--- src/rtl/ard_pkg.sv ---
// Shared constants and types for the address region decoder.
// Assumes a 32-bit address space with 16-bit I/O ports.
package ard_pkg;

    localparam int TGT_N      = 7;
    localparam int TGT_SDRAM  = 0;
    localparam int TGT_BOOT   = 1;
    localparam int TGT_CFG    = 2;
    localparam int TGT_LEGACY = 3;
    localparam int TGT_PCICFG = 4;
    localparam int TGT_GP     = 5;
    localparam int TGT_PCI    = 6;

    typedef logic [TGT_N-1:0] tgt_vec_t;

    // Fixed regions
    localparam logic [19:0] CFG_DEF_PAGE   = 20'hFFFEF;
    localparam logic [15:0] BOOT_PAGE64K   = 16'hFFFF;
    localparam logic [13:0] RELOC_PORT_DW  = 14'h3FFF;   // FFFCh..FFFFh
    localparam logic [12:0] PCICFG_PORT_QW = 13'h019F;   // 0CF8h..0CFFh
    localparam logic [15:0] LEGACY_END     = 16'h0400;
    localparam logic [31:0] GP_MEM_CEIL    = 32'h4000_0000;

    // Configuration block layout
    localparam logic [11:0] OFF_DRAM_TOP   = 12'h000;
    localparam logic [3:0]  OFF_WIN_BANK   = 4'h1;
    localparam logic [3:0]  WSUB_CTRL      = 4'h0;
    localparam logic [3:0]  WSUB_BASE      = 4'h4;
    localparam logic [3:0]  WSUB_LIM       = 4'h8;

    localparam int RELOC_BASE_W = 18;

    typedef struct packed {
        logic        en;
        logic        io;
        logic [31:0] base;
        logic [31:0] lim;
    } win_t;

endpackage

--- src/rtl/ard_regs.sv ---
// Register file of the decoder: SDRAM top, relocation register and
// generic window registers. Assumes NUM_WIN <= 16 (one 16-byte slot each
// inside offsets 100h..1FFh). Writes are single full-word strobes.
module ard_regs
    import ard_pkg::*;
#(
    parameter int          NUM_WIN   = 4,
    parameter logic [31:0] DRAM_MAX  = 32'h1000_0000,
    parameter logic [31:0] DRAM_RST  = 32'h0400_0000
) (
    input  logic                    clk,
    input  logic                    rst_n,
    input  logic                    cfg_wr,
    input  logic [11:0]             cfg_off,
    input  logic                    reloc_wr,
    input  logic [31:0]             wdata,
    output logic [31:0]             dram_top,
    output logic                    reloc_en,
    output logic [RELOC_BASE_W-1:0] reloc_base,
    output win_t                    wins [NUM_WIN],
    output logic [31:0]             cfg_rdata,
    output logic [31:0]             reloc_rdata
);

    logic [15:0]             top_q;
    logic                    reloc_en_q;
    logic [RELOC_BASE_W-1:0] reloc_base_q;
    win_t                    win_q [NUM_WIN];
    logic [15:0]             top_clamped;

    // Clamp an SDRAM top write to the maximum size
    always_comb begin
        if (wdata > DRAM_MAX) top_clamped = DRAM_MAX[31:16];
        else                  top_clamped = wdata[31:16];
    end

    // SDRAM top and relocation register update
    always_ff @(posedge clk) begin
        if (!rst_n) begin
            top_q        <= DRAM_RST[31:16];
            reloc_en_q   <= 1'b0;
            reloc_base_q <= '0;
        end else begin
            if (cfg_wr && cfg_off == OFF_DRAM_TOP) top_q <= top_clamped;
            if (reloc_wr) begin
                reloc_en_q   <= wdata[31];
                reloc_base_q <= wdata[29:12];
            end
        end
    end

    // One register slot per window
    for (genvar g = 0; g < NUM_WIN; g++) begin : g_win
        logic slot_hit;
        assign slot_hit = cfg_wr && (cfg_off[11:8] == OFF_WIN_BANK)
                          && (cfg_off[7:4] == 4'(g));

        // Window register update
        always_ff @(posedge clk) begin
            if (!rst_n) begin
                win_q[g] <= '0;
            end else if (slot_hit) begin
                case (cfg_off[3:0])
                    WSUB_CTRL: begin
                        win_q[g].en <= wdata[0];
                        win_q[g].io <= wdata[1];
                    end
                    WSUB_BASE: win_q[g].base <= wdata;
                    WSUB_LIM:  win_q[g].lim  <= wdata;
                    default:   ;
                endcase
            end
        end
        assign wins[g] = win_q[g];
    end

    // Configuration block read mux
    always_comb begin
        cfg_rdata = '0;
        if (cfg_off == OFF_DRAM_TOP) cfg_rdata = {top_q, 16'h0000};
        for (int i = 0; i < NUM_WIN; i++) begin
            if (cfg_off[11:8] == OFF_WIN_BANK && cfg_off[7:4] == 4'(i)) begin
                case (cfg_off[3:0])
                    WSUB_CTRL: cfg_rdata = {30'd0, win_q[i].io, win_q[i].en};
                    WSUB_BASE: cfg_rdata = win_q[i].base;
                    WSUB_LIM:  cfg_rdata = win_q[i].lim;
                    default:   cfg_rdata = '0;
                endcase
            end
        end
    end

    assign dram_top    = {top_q, 16'h0000};
    assign reloc_en    = reloc_en_q;
    assign reloc_base  = reloc_base_q;
    assign reloc_rdata = {reloc_en_q, 1'b0, reloc_base_q, 12'h000};

endmodule

--- src/rtl/ard_win_match.sv ---
// Compares one address against all generic windows of one kind.
// WANT_IO picks the I/O variant (address is a zero-extended port) or the
// memory variant (address must also lie below the 1 GB ceiling).
module ard_win_match
    import ard_pkg::*;
#(
    parameter int NUM_WIN = 4,
    parameter bit WANT_IO = 1'b0
) (
    input  win_t        wins [NUM_WIN],
    input  logic [31:0] addr,
    output logic        hit
);

    logic [NUM_WIN-1:0] hits;
    logic               in_space;

    // Space limit for this kind of window
    if (WANT_IO) begin : g_io
        assign in_space = 1'b1;
    end else begin : g_mem
        assign in_space = addr < GP_MEM_CEIL;
    end

    // Per-window range compare
    for (genvar g = 0; g < NUM_WIN; g++) begin : g_cmp
        assign hits[g] = wins[g].en && (wins[g].io == WANT_IO)
                         && (addr >= wins[g].base) && (addr < wins[g].lim);
    end

    assign hit = in_space && (|hits);

endmodule

--- src/rtl/ard_mem_decode.sv ---
// Memory-space claim resolution. Produces a one-hot destination with PCI
// as the fall-through. Assumes the register values are stable this cycle.
module ard_mem_decode
    import ard_pkg::*;
#(
    parameter int NUM_WIN = 4
) (
    input  logic [31:0]             addr,
    input  logic [31:0]             dram_top,
    input  logic                    reloc_en,
    input  logic [RELOC_BASE_W-1:0] reloc_base,
    input  win_t                    wins [NUM_WIN],
    output tgt_vec_t                claim
);

    logic cfg_hit, boot_hit, gp_hit, dram_hit;

    ard_win_match #(.NUM_WIN(NUM_WIN), .WANT_IO(1'b0)) u_gp (
        .wins (wins),
        .addr (addr),
        .hit  (gp_hit)
    );

    // Raw region hits
    always_comb begin
        cfg_hit  = (addr[31:12] == CFG_DEF_PAGE)
                   || (reloc_en && addr[31:30] == 2'b00 && addr[29:12] == reloc_base);
        boot_hit = addr[31:16] == BOOT_PAGE64K;
        dram_hit = addr < dram_top;
    end

    // Fixed priority resolution
    always_comb begin
        claim = '0;
        if (cfg_hit)       claim[TGT_CFG]   = 1'b1;
        else if (boot_hit) claim[TGT_BOOT]  = 1'b1;
        else if (gp_hit)   claim[TGT_GP]    = 1'b1;
        else if (dram_hit) claim[TGT_SDRAM] = 1'b1;
        else               claim[TGT_PCI]   = 1'b1;
    end

endmodule

--- src/rtl/ard_io_decode.sv ---
// I/O-space claim resolution on a 16-bit port. Processor-only regions are
// skipped for other masters. PCI is the fall-through.
module ard_io_decode
    import ard_pkg::*;
#(
    parameter int NUM_WIN = 4
) (
    input  logic [15:0] port,
    input  logic        cpu,
    input  win_t        wins [NUM_WIN],
    output tgt_vec_t    claim
);

    logic reloc_hit, pcicfg_hit, legacy_hit, gp_hit;

    ard_win_match #(.NUM_WIN(NUM_WIN), .WANT_IO(1'b1)) u_gp (
        .wins (wins),
        .addr ({16'h0000, port}),
        .hit  (gp_hit)
    );

    // Raw port hits
    always_comb begin
        reloc_hit  = cpu && (port[15:2] == RELOC_PORT_DW);
        pcicfg_hit = cpu && (port[15:3] == PCICFG_PORT_QW);
        legacy_hit = port < LEGACY_END;
    end

    // Fixed priority resolution
    always_comb begin
        claim = '0;
        if (reloc_hit)       claim[TGT_CFG]    = 1'b1;
        else if (pcicfg_hit) claim[TGT_PCICFG] = 1'b1;
        else if (legacy_hit) claim[TGT_LEGACY] = 1'b1;
        else if (gp_hit)     claim[TGT_GP]     = 1'b1;
        else                 claim[TGT_PCI]    = 1'b1;
    end

endmodule

--- src/rtl/addr_region_decoder.sv ---
// Top of the system address region decoder. Each strobed access is decoded
// in the strobe cycle and the one-hot destination plus any register read
// data appear one clock later. Register writes land on the same edge.
module addr_region_decoder
    import ard_pkg::*;
#(
    parameter int          NUM_WIN  = 4,
    parameter logic [31:0] DRAM_MAX = 32'h1000_0000,
    parameter logic [31:0] DRAM_RST = 32'h0400_0000
) (
    input  logic        clk,
    input  logic        rst_n,
    input  logic        acc_valid,
    input  logic        acc_is_io,
    input  logic        acc_cpu,
    input  logic        acc_write,
    input  logic [31:0] acc_addr,
    input  logic [31:0] acc_wdata,
    output logic [6:0]  tgt_sel,
    output logic        sel_valid,
    output logic [31:0] rd_data
);

    logic [31:0]             dram_top;
    logic                    reloc_en;
    logic [RELOC_BASE_W-1:0] reloc_base;
    win_t                    wins [NUM_WIN];
    logic [31:0]             cfg_rdata, reloc_rdata;
    tgt_vec_t                mem_claim, io_claim, claim;
    logic                    cfg_wr, reloc_wr;
    logic [31:0]             rd_next;
    tgt_vec_t                sel_q;
    logic                    vld_q;
    logic [31:0]             rd_q;

    ard_regs #(.NUM_WIN(NUM_WIN), .DRAM_MAX(DRAM_MAX), .DRAM_RST(DRAM_RST)) u_regs (
        .clk         (clk),
        .rst_n       (rst_n),
        .cfg_wr      (cfg_wr),
        .cfg_off     (acc_addr[11:0]),
        .reloc_wr    (reloc_wr),
        .wdata       (acc_wdata),
        .dram_top    (dram_top),
        .reloc_en    (reloc_en),
        .reloc_base  (reloc_base),
        .wins        (wins),
        .cfg_rdata   (cfg_rdata),
        .reloc_rdata (reloc_rdata)
    );

    ard_mem_decode #(.NUM_WIN(NUM_WIN)) u_mem (
        .addr       (acc_addr),
        .dram_top   (dram_top),
        .reloc_en   (reloc_en),
        .reloc_base (reloc_base),
        .wins       (wins),
        .claim      (mem_claim)
    );

    ard_io_decode #(.NUM_WIN(NUM_WIN)) u_io (
        .port  (acc_addr[15:0]),
        .cpu   (acc_cpu),
        .wins  (wins),
        .claim (io_claim)
    );

    // Pick the space, derive register strobes and read data
    always_comb begin
        claim    = acc_is_io ? io_claim : mem_claim;
        cfg_wr   = acc_valid && acc_write && !acc_is_io && claim[TGT_CFG];
        reloc_wr = acc_valid && acc_write &&  acc_is_io && claim[TGT_CFG];
        rd_next  = '0;
        if (acc_valid && !acc_write && claim[TGT_CFG])
            rd_next = acc_is_io ? reloc_rdata : cfg_rdata;
    end

    // Output registers, one cycle after the strobe
    always_ff @(posedge clk) begin
        if (!rst_n) begin
            sel_q <= '0;
            vld_q <= 1'b0;
            rd_q  <= '0;
        end else begin
            sel_q <= acc_valid ? claim : '0;
            vld_q <= acc_valid;
            rd_q  <= rd_next;
        end
    end

    assign tgt_sel   = sel_q;
    assign sel_valid = vld_q;
    assign rd_data   = rd_q;

endmodule

--- config.mk ---
export PLATFORM = sky130hd
export DESIGN_NAME = addr_region_decoder
export DESIGN_NICKNAME = d
export VERILOG_FILES = /design/src/rtl/ard_pkg.sv /design/src/rtl/ard_regs.sv /design/src/rtl/ard_win_match.sv /design/src/rtl/ard_mem_decode.sv /design/src/rtl/ard_io_decode.sv /design/src/rtl/addr_region_decoder.sv
export SDC_FILE = /design/constraint.sdc
export NUM_CORES = 1
export LEC_CHECK = 0
export BUFFER_PORTS_ARGS = -buffer_cell sky130_fd_sc_hd__clkbuf_2
export CORE_MARGIN = 1.5
export CORE_UTILIZATION = 25
export DETAILED_ROUTE_END_ITERATION = 10
export PLACE_DENSITY = 0.39
export SLEW_MARGIN = 15
export SYNTH_ARGS = -nofsm -noshare
export SYNTH_HDL_FRONTEND = slang
export SYNTH_SLANG_ARGS = --single-unit
--- constraint.sdc ---
create_clock -name clk -period 6 [get_ports clk]
set_input_delay 1.2 -clock clk [delete_from_list [all_inputs] [get_ports clk]]
set_output_delay 1.2 -clock clk [all_outputs]
set_load 0.01 [all_outputs]
Yosys cells after proc, flatten, opt, wreduce, memory -nomap -nowiden
Memory sizes are Yosys's and may differ from the RTL's.
Index checks and enable logic that the tools add are counted.
{"block": "totals", "out_inout_bits": 40, "n_memories": 1, "wordCells": 217, "in_bits": 70, "register_bits": 75, "ram_bits": 264}
{"memory": "u_regs.win_q", "words": 4, "word_bits": 66, "read_ports": 4, "rd_ports_with_merged_regs": 0, "wr": 4, "line_no": "ard_regs.sv:28", "source": "win_t win_q [NUM_WIN];"}
{"block": "op_classes", "n_lt_le_gt_ge": 20, "reduce_logical": 62, "bitwise": 24, "muxes": 88, "eq_ne": 11}
{"op": "32-bit two-way mux", "count": 14}
{"op": "32-bit case mux with 3 select lines", "count": 4}
{"op": "32-bit < comparator", "count": 5}
{"op": "16-bit by 32-bit >= comparator with 1-bit output", "count": 4}
{"op": "32-bit >= comparator", "count": 4}
{"op": "16-bit by 32-bit < comparator with 1-bit output", "count": 4}
{"op": "1-bit two-way mux", "count": 62}
{"op": "1-bit logical AND", "count": 46}
{"op": "32-bit by 29-bit greater-than comparator with 1-bit output, second input constant", "count": 1}
{"op": "32-bit by 31-bit < comparator with 1-bit output, second input constant", "count": 1}
{"op": "20-bit == test, second input constant", "count": 1}
{"op": "18-bit == test", "count": 1}
{"op": "16-bit == test, second input constant", "count": 1}
{"op": "16-bit by 11-bit < comparator with 1-bit output, second input constant", "count": 1}
{"op": "16-bit two-way mux", "count": 1}
{"op": "1-bit bitwise OR", "count": 16}
{"op": "4-bit OR reduction", "count": 4}
{"op": "14-bit == test, second input constant", "count": 1}
{"op": "13-bit by 9-bit == test with 1-bit output, second input constant", "count": 1}
{"op": "12-bit logical NOT", "count": 1}
{"op": "2-bit two-way mux", "count": 5}
{"op": "4-bit by 1-bit == test with 1-bit output, second input constant", "count": 2}
{"op": "4-bit by 2-bit == test with 1-bit output, second input constant", "count": 2}
{"op": "4-bit logical NOT", "count": 2}
{"op": "other kinds (12)", "count": 21}

Logic depth before layout (Yosys ltp)
Gate-level depths: netlist of run 1.
An unclocked memory read counts as a cell.
{"block": "logic_depth", "depth_word": 18, "depth_mapped": 11, "depth_no_buf": 10}

Hierarchy
Synthesis of run 1 repeated with hierarchy kept, for this count alone.
{"block": "hier_totals", "cells_unflattened": 3152, "area_unflattened_um2": 29350.6}
{"mod": "ard_regs", "seq_area_each_um2": 8628.3, "area_each_um2": 13937.1, "cells_each": 1113, "instances": 1}
{"mod": "ard_win_match at u_mem.u_gp", "seq_area_each_um2": 0.0, "area_each_um2": 6267.3, "cells_each": 867, "instances": 1}
{"mod": "ard_win_match at u_io.u_gp", "seq_area_each_um2": 0.0, "area_each_um2": 6254.7, "cells_each": 866, "instances": 1}
{"mod": "addr_region_decoder", "seq_area_each_um2": 800.8, "area_each_um2": 1650.3, "cells_each": 134, "instances": 1}
{"mod": "ard_mem_decode", "seq_area_each_um2": 0.0, "area_each_um2": 1124.8, "cells_each": 155, "instances": 1}
{"mod": "ard_io_decode", "seq_area_each_um2": 0.0, "area_each_um2": 116.4, "cells_each": 17, "instances": 1}

Worst setup path after synthesis of run 1
No wires, ideal clock.
{"block": "synth_path", "path_kind": "input to register", "start": "input acc_addr[6]", "end": "memory u_regs.win_q[0][32] in the netlist's numbering, enable pin", "setup_slack_ps": 449, "path_buffers": 1, "setup_ps": 466, "t_required_ps": 5534, "arrival_time_ps": 5085, "cell_stages": 7, "cell_sequence": "or4_1 or3_1 or2_2 clkbuf_1 inv_1 nand2_1 o21ai_0"}
{"item": "start: declaration", "line_no": "addr_region_decoder.sv:17", "source": "input logic [31:0] acc_addr,"}
{"item": "end: declaration", "line_no": "ard_regs.sv:28"}

Worst setup path in the final report of run 1
{"block": "layout_path", "start": "input acc_addr[2]", "end": "register sel_q[5] (netlist: tgt_sel[5])"}
{"block": "layout_between", "elab_chain_len": 9, "elab_cells_between_ends": 47, "cone_classes": "18 x order compare; 1 x eq/ne; 8 x mux; 20 x reduce/logical"}
{"item": "16-bit by 32-bit >= comparator with 1-bit output / 32-bit >= comparator (equally long branches)", "line_no": "ard_win_match.sv:28", "source": "&& (addr >= wins[g].base) && (addr < wins[g].lim);"}
{"item": "1-bit logical AND (2 in series)", "line_no": "ard_win_match.sv:28"}
{"item": "4-bit OR reduction", "line_no": "ard_win_match.sv:31", "source": "assign hit = in_space && (|hits);"}
{"item": "1-bit two-way mux / 1-bit logical AND (equally long branches)", "line_no": "ard_io_decode.sv:35, ard_win_match.sv:31"}
{"item": "2-bit two-way mux / 1-bit two-way mux (equally long branches)", "line_no": "ard_io_decode.sv:34, ard_mem_decode.sv:37"}
{"item": "2-bit two-way mux, on equally long branches", "line_no": "ard_io_decode.sv:33, ard_mem_decode.sv:36"}
{"item": "4-bit two-way mux / 2-bit two-way mux (equally long branches)", "line_no": "ard_io_decode.sv:32, ard_mem_decode.sv:35"}
{"item": "7-bit two-way mux (*)", "line_no": "addr_region_decoder.sv:69", "source": "claim = acc_is_io ? io_claim : mem_claim;"}
{"item": "end signal: assignment", "line_no": "addr_region_decoder.sv:84", "source": "sel_q <= acc_valid ? claim : '0;"}
{"item": "end: declaration", "line_no": "addr_region_decoder.sv:32", "source": "tgt_vec_t sel_q;"}
Every way passes the cells marked *; elsewhere a longest branch is shown, timed or not.
A chain may end at the register's enable or synchronous reset.

==> summary.md, run 1 <==
| Metric | Value |
|---|---|
| Fmax | `0.236 GHz` |
| Initial antenna violation count | `7` |
| CTS Buf Count | `44` |
| GR Util met3 | `2.32%` |
| Number of global-route vias before repair | `17,800` |
| Share of layout cells above drive strength 1 | `11.0%` |
| ANT nets after route | `0` |
| Final global-route overflow total | `0` |
| Final number of hold-violating endpoints | `0` |
| Cell chain of the critical path | `clkbuf_2 > buf_4 > ha_1 > a211o_1 > a31oi_1 > o31ai_1 > a211o_1 > a2111oi_0 > buf_4 > a2111o_1 > nor2b_1 > a21o_1` |
| Fraction of registers with async set/reset | `0%` |
| Hold depth | `2` |
| Minimum clock period | `4.24 ns` |
| Leading area contributor after synthesis | `edfxtp_1` |
| Sequential power share | `44.5%` |
| Leak | `10.5 nW` |
| Period utilisation layout | `70.6%` |
| Iteration-0 DRC Markers | `1,774` |
| CP max-delay cell | `a2111oi_0` |
| Die area | `88,500 um2` |
| Core Util, Final | `29.7%` |
| Worst EP required | `6.54 ns` |
| Die width | `298 um` |
| Post-DP HPWL | `71,500 um` |
| GPL Wtd Cong | `0.977` |
| IO Port Bufs | `109` |
| Rows | `107` |
| Drt drc | `0` |
| Origin of the critical flop-to-flop path | `u_regs.win_q[0][2]` |
| Peak supply drop | `0.178 mV` |
| Hold path start | `u_regs.top_q[12]` |
| Switching Fraction | `28.8%` |
| Status | `complete, no violations` |
| Int Pwr | `0.00439 W` |
| Yosys reg bits | `339` |
| H-tree levels | `2` |
| Crit end category | `register` |
| Post-Syn Instances | `2,220` |
| Leading cell types by count after synthesis | `inv_1, and2_1, ha_1` |
| Setup TNS | `0 ns` |
| Primary FF master, synth | `edfxtp_1` |
| Slew HR | `36.5%` |
| Initial Utilization | `25.4%` |
| Clk sinks | `339` |
| Reg2Reg Depth | `11` |
| Detailed-route via count | `18,100` |
| FF-to-FF setup slack | `2.33 ns` |
| Clk root buf | `clkbuf_16` |
| Most Crowded Layer GR | `met2` |
| DR WL/cell | `27.3 um` |
| Switch Pwr | `0.00178 W` |
| Slew Limit Fails | `0` |
| Worst Skew | `0.0260 ns` |
| Placed inst area | `24,000 um2` |
| Met2 Track Usage GR | `35.4%` |
| Clk slew on worst S/H paths | `0.06 ns` |
| Clock Power Share | `43.2%` |
| Synth-to-layout area growth | `17.2%` |
| Global router's overall resource usage | `21.3%` |
| Syn_nets | `2,557` |
| First-pass GRT wire length | `136,000 um` |
| Yosys top cell area share | `36.5%` |
| Crit path largest cell delay | `0.86 ns` |
| CTS tree | `done` |
| Clock Latency Late Sink | `0.61 ns` |
| CP Class | `in2reg` |
| Unrepaired setup endpoints after global routing | `no` |
| Power Total | `0.00617 W` |
| Logic pwr share | `12.3%` |
| Slew @ Worst Pin | `0.928 ns` |
| Power Dens Cells | `243 nW/um2` |
| Nature of the critical path startpoint | `input port` |
| Fin nets | `2,676` |
| Register area share after synthesis | `43.5%` |
| Post-CTS sizing | `0` |
| Setup violations, final | `0` |
| Die H | `298 um` |
| Largest net degree at the start of global routing | `114` |
| Max Cap Viol | `0` |
| Syn Area/Cell | `9.77 um2` |
| Number of synthesized flops with an enable pin | `264` |
| Post-CTS Setup Bufs | `0` |
| CP arrival | `4.78 ns` |
| Worst-path maximum fanout | `13` |
| Most numerous cell in the Yosys netlist | `inv_1` |
| CTS Buffer Depth | `3` |
| Drt first pass iters | `8` |
| I/O pin count | `110` |
| Hold EP | `u_regs.top_q[12]` |
| Avg Vias per Cell | `5.15` |
| Total Wirelength | `96,100 um` |
| Placeable Area | `85,500 um2` |
| Hold_buf cts | `0` |
| Library cells used by synthesis | `57` |
| Worst path bufs/invs | `3` |
| Met1 Usage GRT | `29.3%` |
| Reg2reg end | `tgt_sel[5]` |
| Worst Hold Class | `reg2reg` |
| Most area-consuming cells after synthesis | `edfxtp_1, ha_1, and2_1` |
| Yosys warning count | `0` |
| Cell family with most CP delay | `compound AO/OA/AOI/OAI gates` |
| Final Cell Area | `25,400 um2` |
| Post-synthesis cell area | `21,700 um2` |
[state kept, by name, summed over array words and instances, names as in the netlist]
| signal | cells |
|---|---|
| tgt_sel | 7 |
| u_regs.top_q | 16 |
| u_regs.win_q | 264 |
| sel_valid | 1 |
| u_regs.reloc_en | 1 |
| u_regs.reloc_base | 18 |
| rd_data | 32 |
[area by class of cell]
cell class | instances | area, um2
sequential | 339 | 9430
fill | 8848 | 60100
antenna | 2 | 5.00
tap | 1144 | 1430
multi-input combinational | 1511 | 11000
inverter | 273 | 1020
timing repair buffer | 170 | 1100
clock inverter | 24 | 213
clock buffer | 56 | 1210
[worst max path at each step]
| stage | start | endpoint | slack, ns | cells past startpoint |
|---|---|---|---|---|
| 3_3_place_gp | acc_addr[15] | tgt_sel[5] | 1.14 | 12 |
| 3_5_place_dp | acc_addr[15] | tgt_sel[5] | 1.17 | 12 |
| 5_1_grt | acc_addr[13] | tgt_sel[5] | 1.57 | 12 |
| 4_1_cts | acc_addr[15] | tgt_sel[5] | 1.78 | 12 |
| 6_report | acc_addr[2] | tgt_sel[5] | 1.76 | 12 |
| 2_1_floorplan | acc_addr[6] | u_regs.win_q[0][32] | 0.45 | 7 |
[worst reg2reg max path, delay by kind of cell, from the launching register on]
kind	cells	cell delay (ns)
buffers and inverters	2	0.32
adder cells (fa/ha/maj)	1	0.23
AND/OR/NAND/NOR	1	0.18
flip-flops	1	0.38
AO/OA/AOI/OAI	7	2.50
[per-layer routing]
| metal | up-vias | routed length [um] |
|---|---|---|
| met2 | 583 | 45100 |
| met5 | - | 0 |
| met1 | 9137 | 43400 |
| met4 | 0 | 2570 |
| met3 | 115 | 4960 |
| li1 | 8275 | - |
[cell usage in the layout (no fill, tap or decap), types with 11 or more instances in the layout]
cell type / synthesis / routed
inv_1: 273 / 273
and2_1: 268 / 267
ha_1: 267 / 267
edfxtp_1: 264 / 264
nand2_1: 126 / 126
a22oi_1: 121 / 121
clkbuf_2: 0 / 109
a21oi_1: 100 / 100
nor2_1: 90 / 82
dfxtp_1: 75 / 75
o21ai_0: 81 / 73
nor4_1: 61 / 61
buf_4: 0 / 53
o22ai_1: 49 / 49
nand4_1: 48 / 48
clkbuf_16: 0 / 46
nor3_1: 38 / 38
nor2b_1: 29 / 29
nand3_1: 20 / 20
o21a_1: 19 / 19
mux2i_1: 19 / 19
a21o_1: 19 / 19
nand2b_1: 13 / 13
and4_1: 12 / 12
xor2_1: 11 / 11
a211o_1: 11 / 11
[power groups by stage]
stage	sequential [W]	clock (W)	combinational (W)
finish	0.00275	0.00267	0.000759
global route	0.00275	0.00281	0.000841
CTS	0.00274	0.00273	0.000760
detailed placement	0.00279	0	0.000756
global placement	0.00279	0	0.000741
floorplan	0.00272	0	0.000402
[cell families after synthesis]
family / after synthesis / share of synthesized area, %
AND/OR/NAND/NOR: 742 / 19.0
adder cells (fa/ha/maj): 267 / 15.4
XOR/XNOR: 18 / 0.727
multiplexers: 19 / 0.877
buffers and inverters: 370 / 6.44
flip-flops: 339 / 43.5
AO/OA/AOI/OAI: 465 / 14.1
[per-stage QoR]
step           setup WS (ns)  instances  hold slack, ns
2_1_floorplan          0.449       2220           0.451
3_3_place_gp            1.14       3437           0.473
3_5_place_dp            1.17       3437           0.488
4_1_cts                 1.78       3517           0.498
5_1_grt                 1.57       3518           0.528
6_report                1.76       3519           0.501
(Power assumes the default switching activity.)
==> run 2: changes to the inputs <==
==> constraint.sdc (replaced) <==
create_clock -name clk -period 4.1 [get_ports clk]
set_input_delay 0.82 -clock clk [delete_from_list [all_inputs] [get_ports clk]]
set_output_delay 0.82 -clock clk [all_outputs]
set_load 0.01 [all_outputs]
==> run 2 against run 1 <==
- clock skew is 0.0087 ns higher
- register-to-register slack worse by 1.9 ns
- worst hold slack better by 0.0029 ns
- flip-flop and latch count stayed put
- die area stayed put
- first-iteration DRC count is 21% lower
- sequential power is 44% higher
- critical endpoint is now tgt_sel[6]
==> summary.md, run 2 (synthesis results as in run 1) <==
| Metric | Value |
|---|---|
| Status | `complete, no violations (unchanged)` |
| Global router's overall resource usage | `20.7% (was 21.3%)` |
| IO Port Bufs | `109 (unchanged)` |
| Worst EP required | `4.55 ns (was 6.54 ns)` |
| Setup violations, final | `0 (unchanged)` |
| Minimum clock period | `3.78 ns` |
| Die H | `298 um (unchanged)` |
| Total Wirelength | `93,300 um (was 96,100 um)` |
| Slew HR | `44.0% (was 36.5%)` |
| CTS Buf Count | `43 (was 44)` |
| Clk root buf | `clkbuf_16 (unchanged)` |
| Max Cap Viol | `0 (unchanged)` |
| Hold path start | `u_regs.top_q[13] (was u_regs.top_q[12])` |
| Post-CTS Setup Bufs | `0 (unchanged)` |
| Biggest register | `u_regs.win_q (unchanged)` |
| Final number of hold-violating endpoints | `0 (unchanged)` |
| Slew Limit Fails | `0 (unchanged)` |
| Origin of the critical flop-to-flop path | `u_regs.win_q[1][47] (was u_regs.win_q[0][2])` |
| Synth-to-layout area growth | `19.8% (was 17.2%)` |
| Hold_buf cts | `0 (unchanged)` |
| Die area | `88,500 um2 (unchanged)` |
| Peak supply drop | `0.236 mV (was 0.178 mV)` |
| Final global-route overflow total | `0 (unchanged)` |
| Setup TNS | `0 ns (unchanged)` |
| Final WS setup | `0.319 ns (was 1.76 ns)` |
| Power Dens Cells | `348 nW/um2 (was 243 nW/um2)` |
| Fmax | `0.265 GHz` |
| Critical Path Source | `acc_addr[14] (was acc_addr[2])` |
| Detailed-route via count | `18,000 (was 18,100)` |
| Placeable Area | `85,500 um2 (unchanged)` |
| Worst Skew | `0.0347 ns (was 0.0260 ns)` |
| Final Cell Area | `26,000 um2 (was 25,400 um2)` |
| DR WL/cell | `26.2 um (was 27.3 um)` |
| CTS tree | `done (unchanged)` |
| CP Class | `in2reg (unchanged)` |
| First-pass GRT wire length | `132,000 um (was 136,000 um)` |
| Worst-path maximum fanout | `9 (was 13)` |
| Clk slew on worst S/H paths | `0.06 ns (about the same)` |
| Clock Latency Late Sink | `0.59 ns (was 0.61 ns)` |
| Commonest cells after routing, fill and taps aside | `inv_1, and2_1, ha_1 (unchanged)` |
| Die width | `298 um (unchanged)` |
| Largest register FFs | `264 (unchanged)` |
| GPL Wtd Cong | `0.917 (was 0.977)` |
| Drt drc | `0 (unchanged)` |
| Worst Hold Class | `reg2reg (unchanged)` |
| Iteration-0 DRC Markers | `1,397 (was 1,774)` |
| Layout Cells excl Fill | `3,569 (was 3,519)` |
| Clk sinks | `339 (unchanged)` |
| Unrepaired setup endpoints after global routing | `no (unchanged)` |
| I/O pin count | `110 (unchanged)` |
| Avg Vias per Cell | `5.05 (was 5.15)` |
| Place WS | `-0.314 ns (was 1.17 ns)` |
| H-tree levels | `2 (unchanged)` |
| Fin nets | `2,728 (was 2,676)` |
| Crit end category | `register (unchanged)` |
| Leak | `10.8 nW (was 10.5 nW)` |
| Post-CTS sizing | `0 (unchanged)` |
| Period utilisation layout | `92.2%` |
| Placed inst area | `24,600 um2 (was 24,000 um2)` |
| Rows | `107 (unchanged)` |
| CTS Buffer Depth | `3 (unchanged)` |
| CP arrival | `4.24 ns (was 4.78 ns)` |
| Drt first pass iters | `5 (was 8)` |
| Share of layout cells above drive strength 1 | `12.9% (was 11.0%)` |
| Initial Utilization | `25.4% (unchanged)` |
| ANT nets after route | `0 (unchanged)` |
| Number of global-route vias before repair | `17,900 (was 17,800)` |
| Most common cell after layout, fill and taps aside | `inv_1 (unchanged)` |
| Placed insts | `3,490 (was 3,437)` |
| Slew @ Worst Pin | `0.833 ns (was 0.928 ns)` |
| Nature of the critical path startpoint | `input port (unchanged)` |
| Post-DP HPWL | `69,800 um (was 71,500 um)` |
| Initial antenna violation count | `3 (was 7)` |
| Largest net degree at the start of global routing | `58 (was 114)` |
-- run 2: cell count changes in the layout (fill, tap and decap cells not counted), sizes merged --
cell      previous run  this run
inv                276       275
clkinvlp             2         1
diode                2         1
clkbuf             165       171
bufinv               2         3
clkinv              17        10
buf                 61       114
-- run 2: power by group --
part           switching, W  internal [W]  total [W]
Combinational      0.000757      0.000401    0.00116
Sequential         0.000137       0.00384    0.00397
Clock               0.00161       0.00231    0.00391
Total               0.00250       0.00654    0.00904
-- run 2: path summary, 6_finish.rpt --
| path | end | slack [ns] | depth (start not counted) |
|---|---|---|---|
| max reg2reg | tgt_sel[6] | 0.42 | 11 |
| min reg2reg | u_regs.top_q[13] | 0.50 | 1 |
| min | u_regs.top_q[13] | 0.50 | 1 |
| max | tgt_sel[6] | 0.32 | 12 |
-- run 2: critical path, cell delays in order --
cell	delay, ns
clkbuf_2	0.12
buf_4	0.19
ha_1	0.30
nand4_1	0.18
nor3_1	0.74
nor4b_1	0.63
nor4b_1	0.19
buf_4	0.20
nor3_1	0.18
o31ai_1	0.09
a311oi_1	0.45
o22ai_1	0.12
-- run 2: layout make-up --
cell class,count,area [um2]
clock buffer,62,1250
fill,8814,59600
antenna,1,2.50
tap,1144,1430
sequential,339,9430
multi-input combinational,1511,11000
clock inverter,16,169
timing repair buffer,223,1680
inverter,273,1020
-- run 2: per-stage QoR --
stage	power (W)	hold WS, ns	utilization [%]
after floorplan	0.00456	0.451	-
after global placement	0.00517	0.474	28.7
after detailed placement	0.00520	0.495	28.7
after CTS	0.00913	0.507	30.4
after global routing	0.00937	0.519	30.4
final	0.00904	0.504	30.4
-- run 2: routing by layer --
metal  global-route usage (%)  wire length [um]  up-vias
met2                     34.3             43500      545
li1                         -                 -     8374
met5                        0                 0        -
met4                     5.59              2510        0
met3                     2.21              4440      107
met1                     28.3             42900     8986
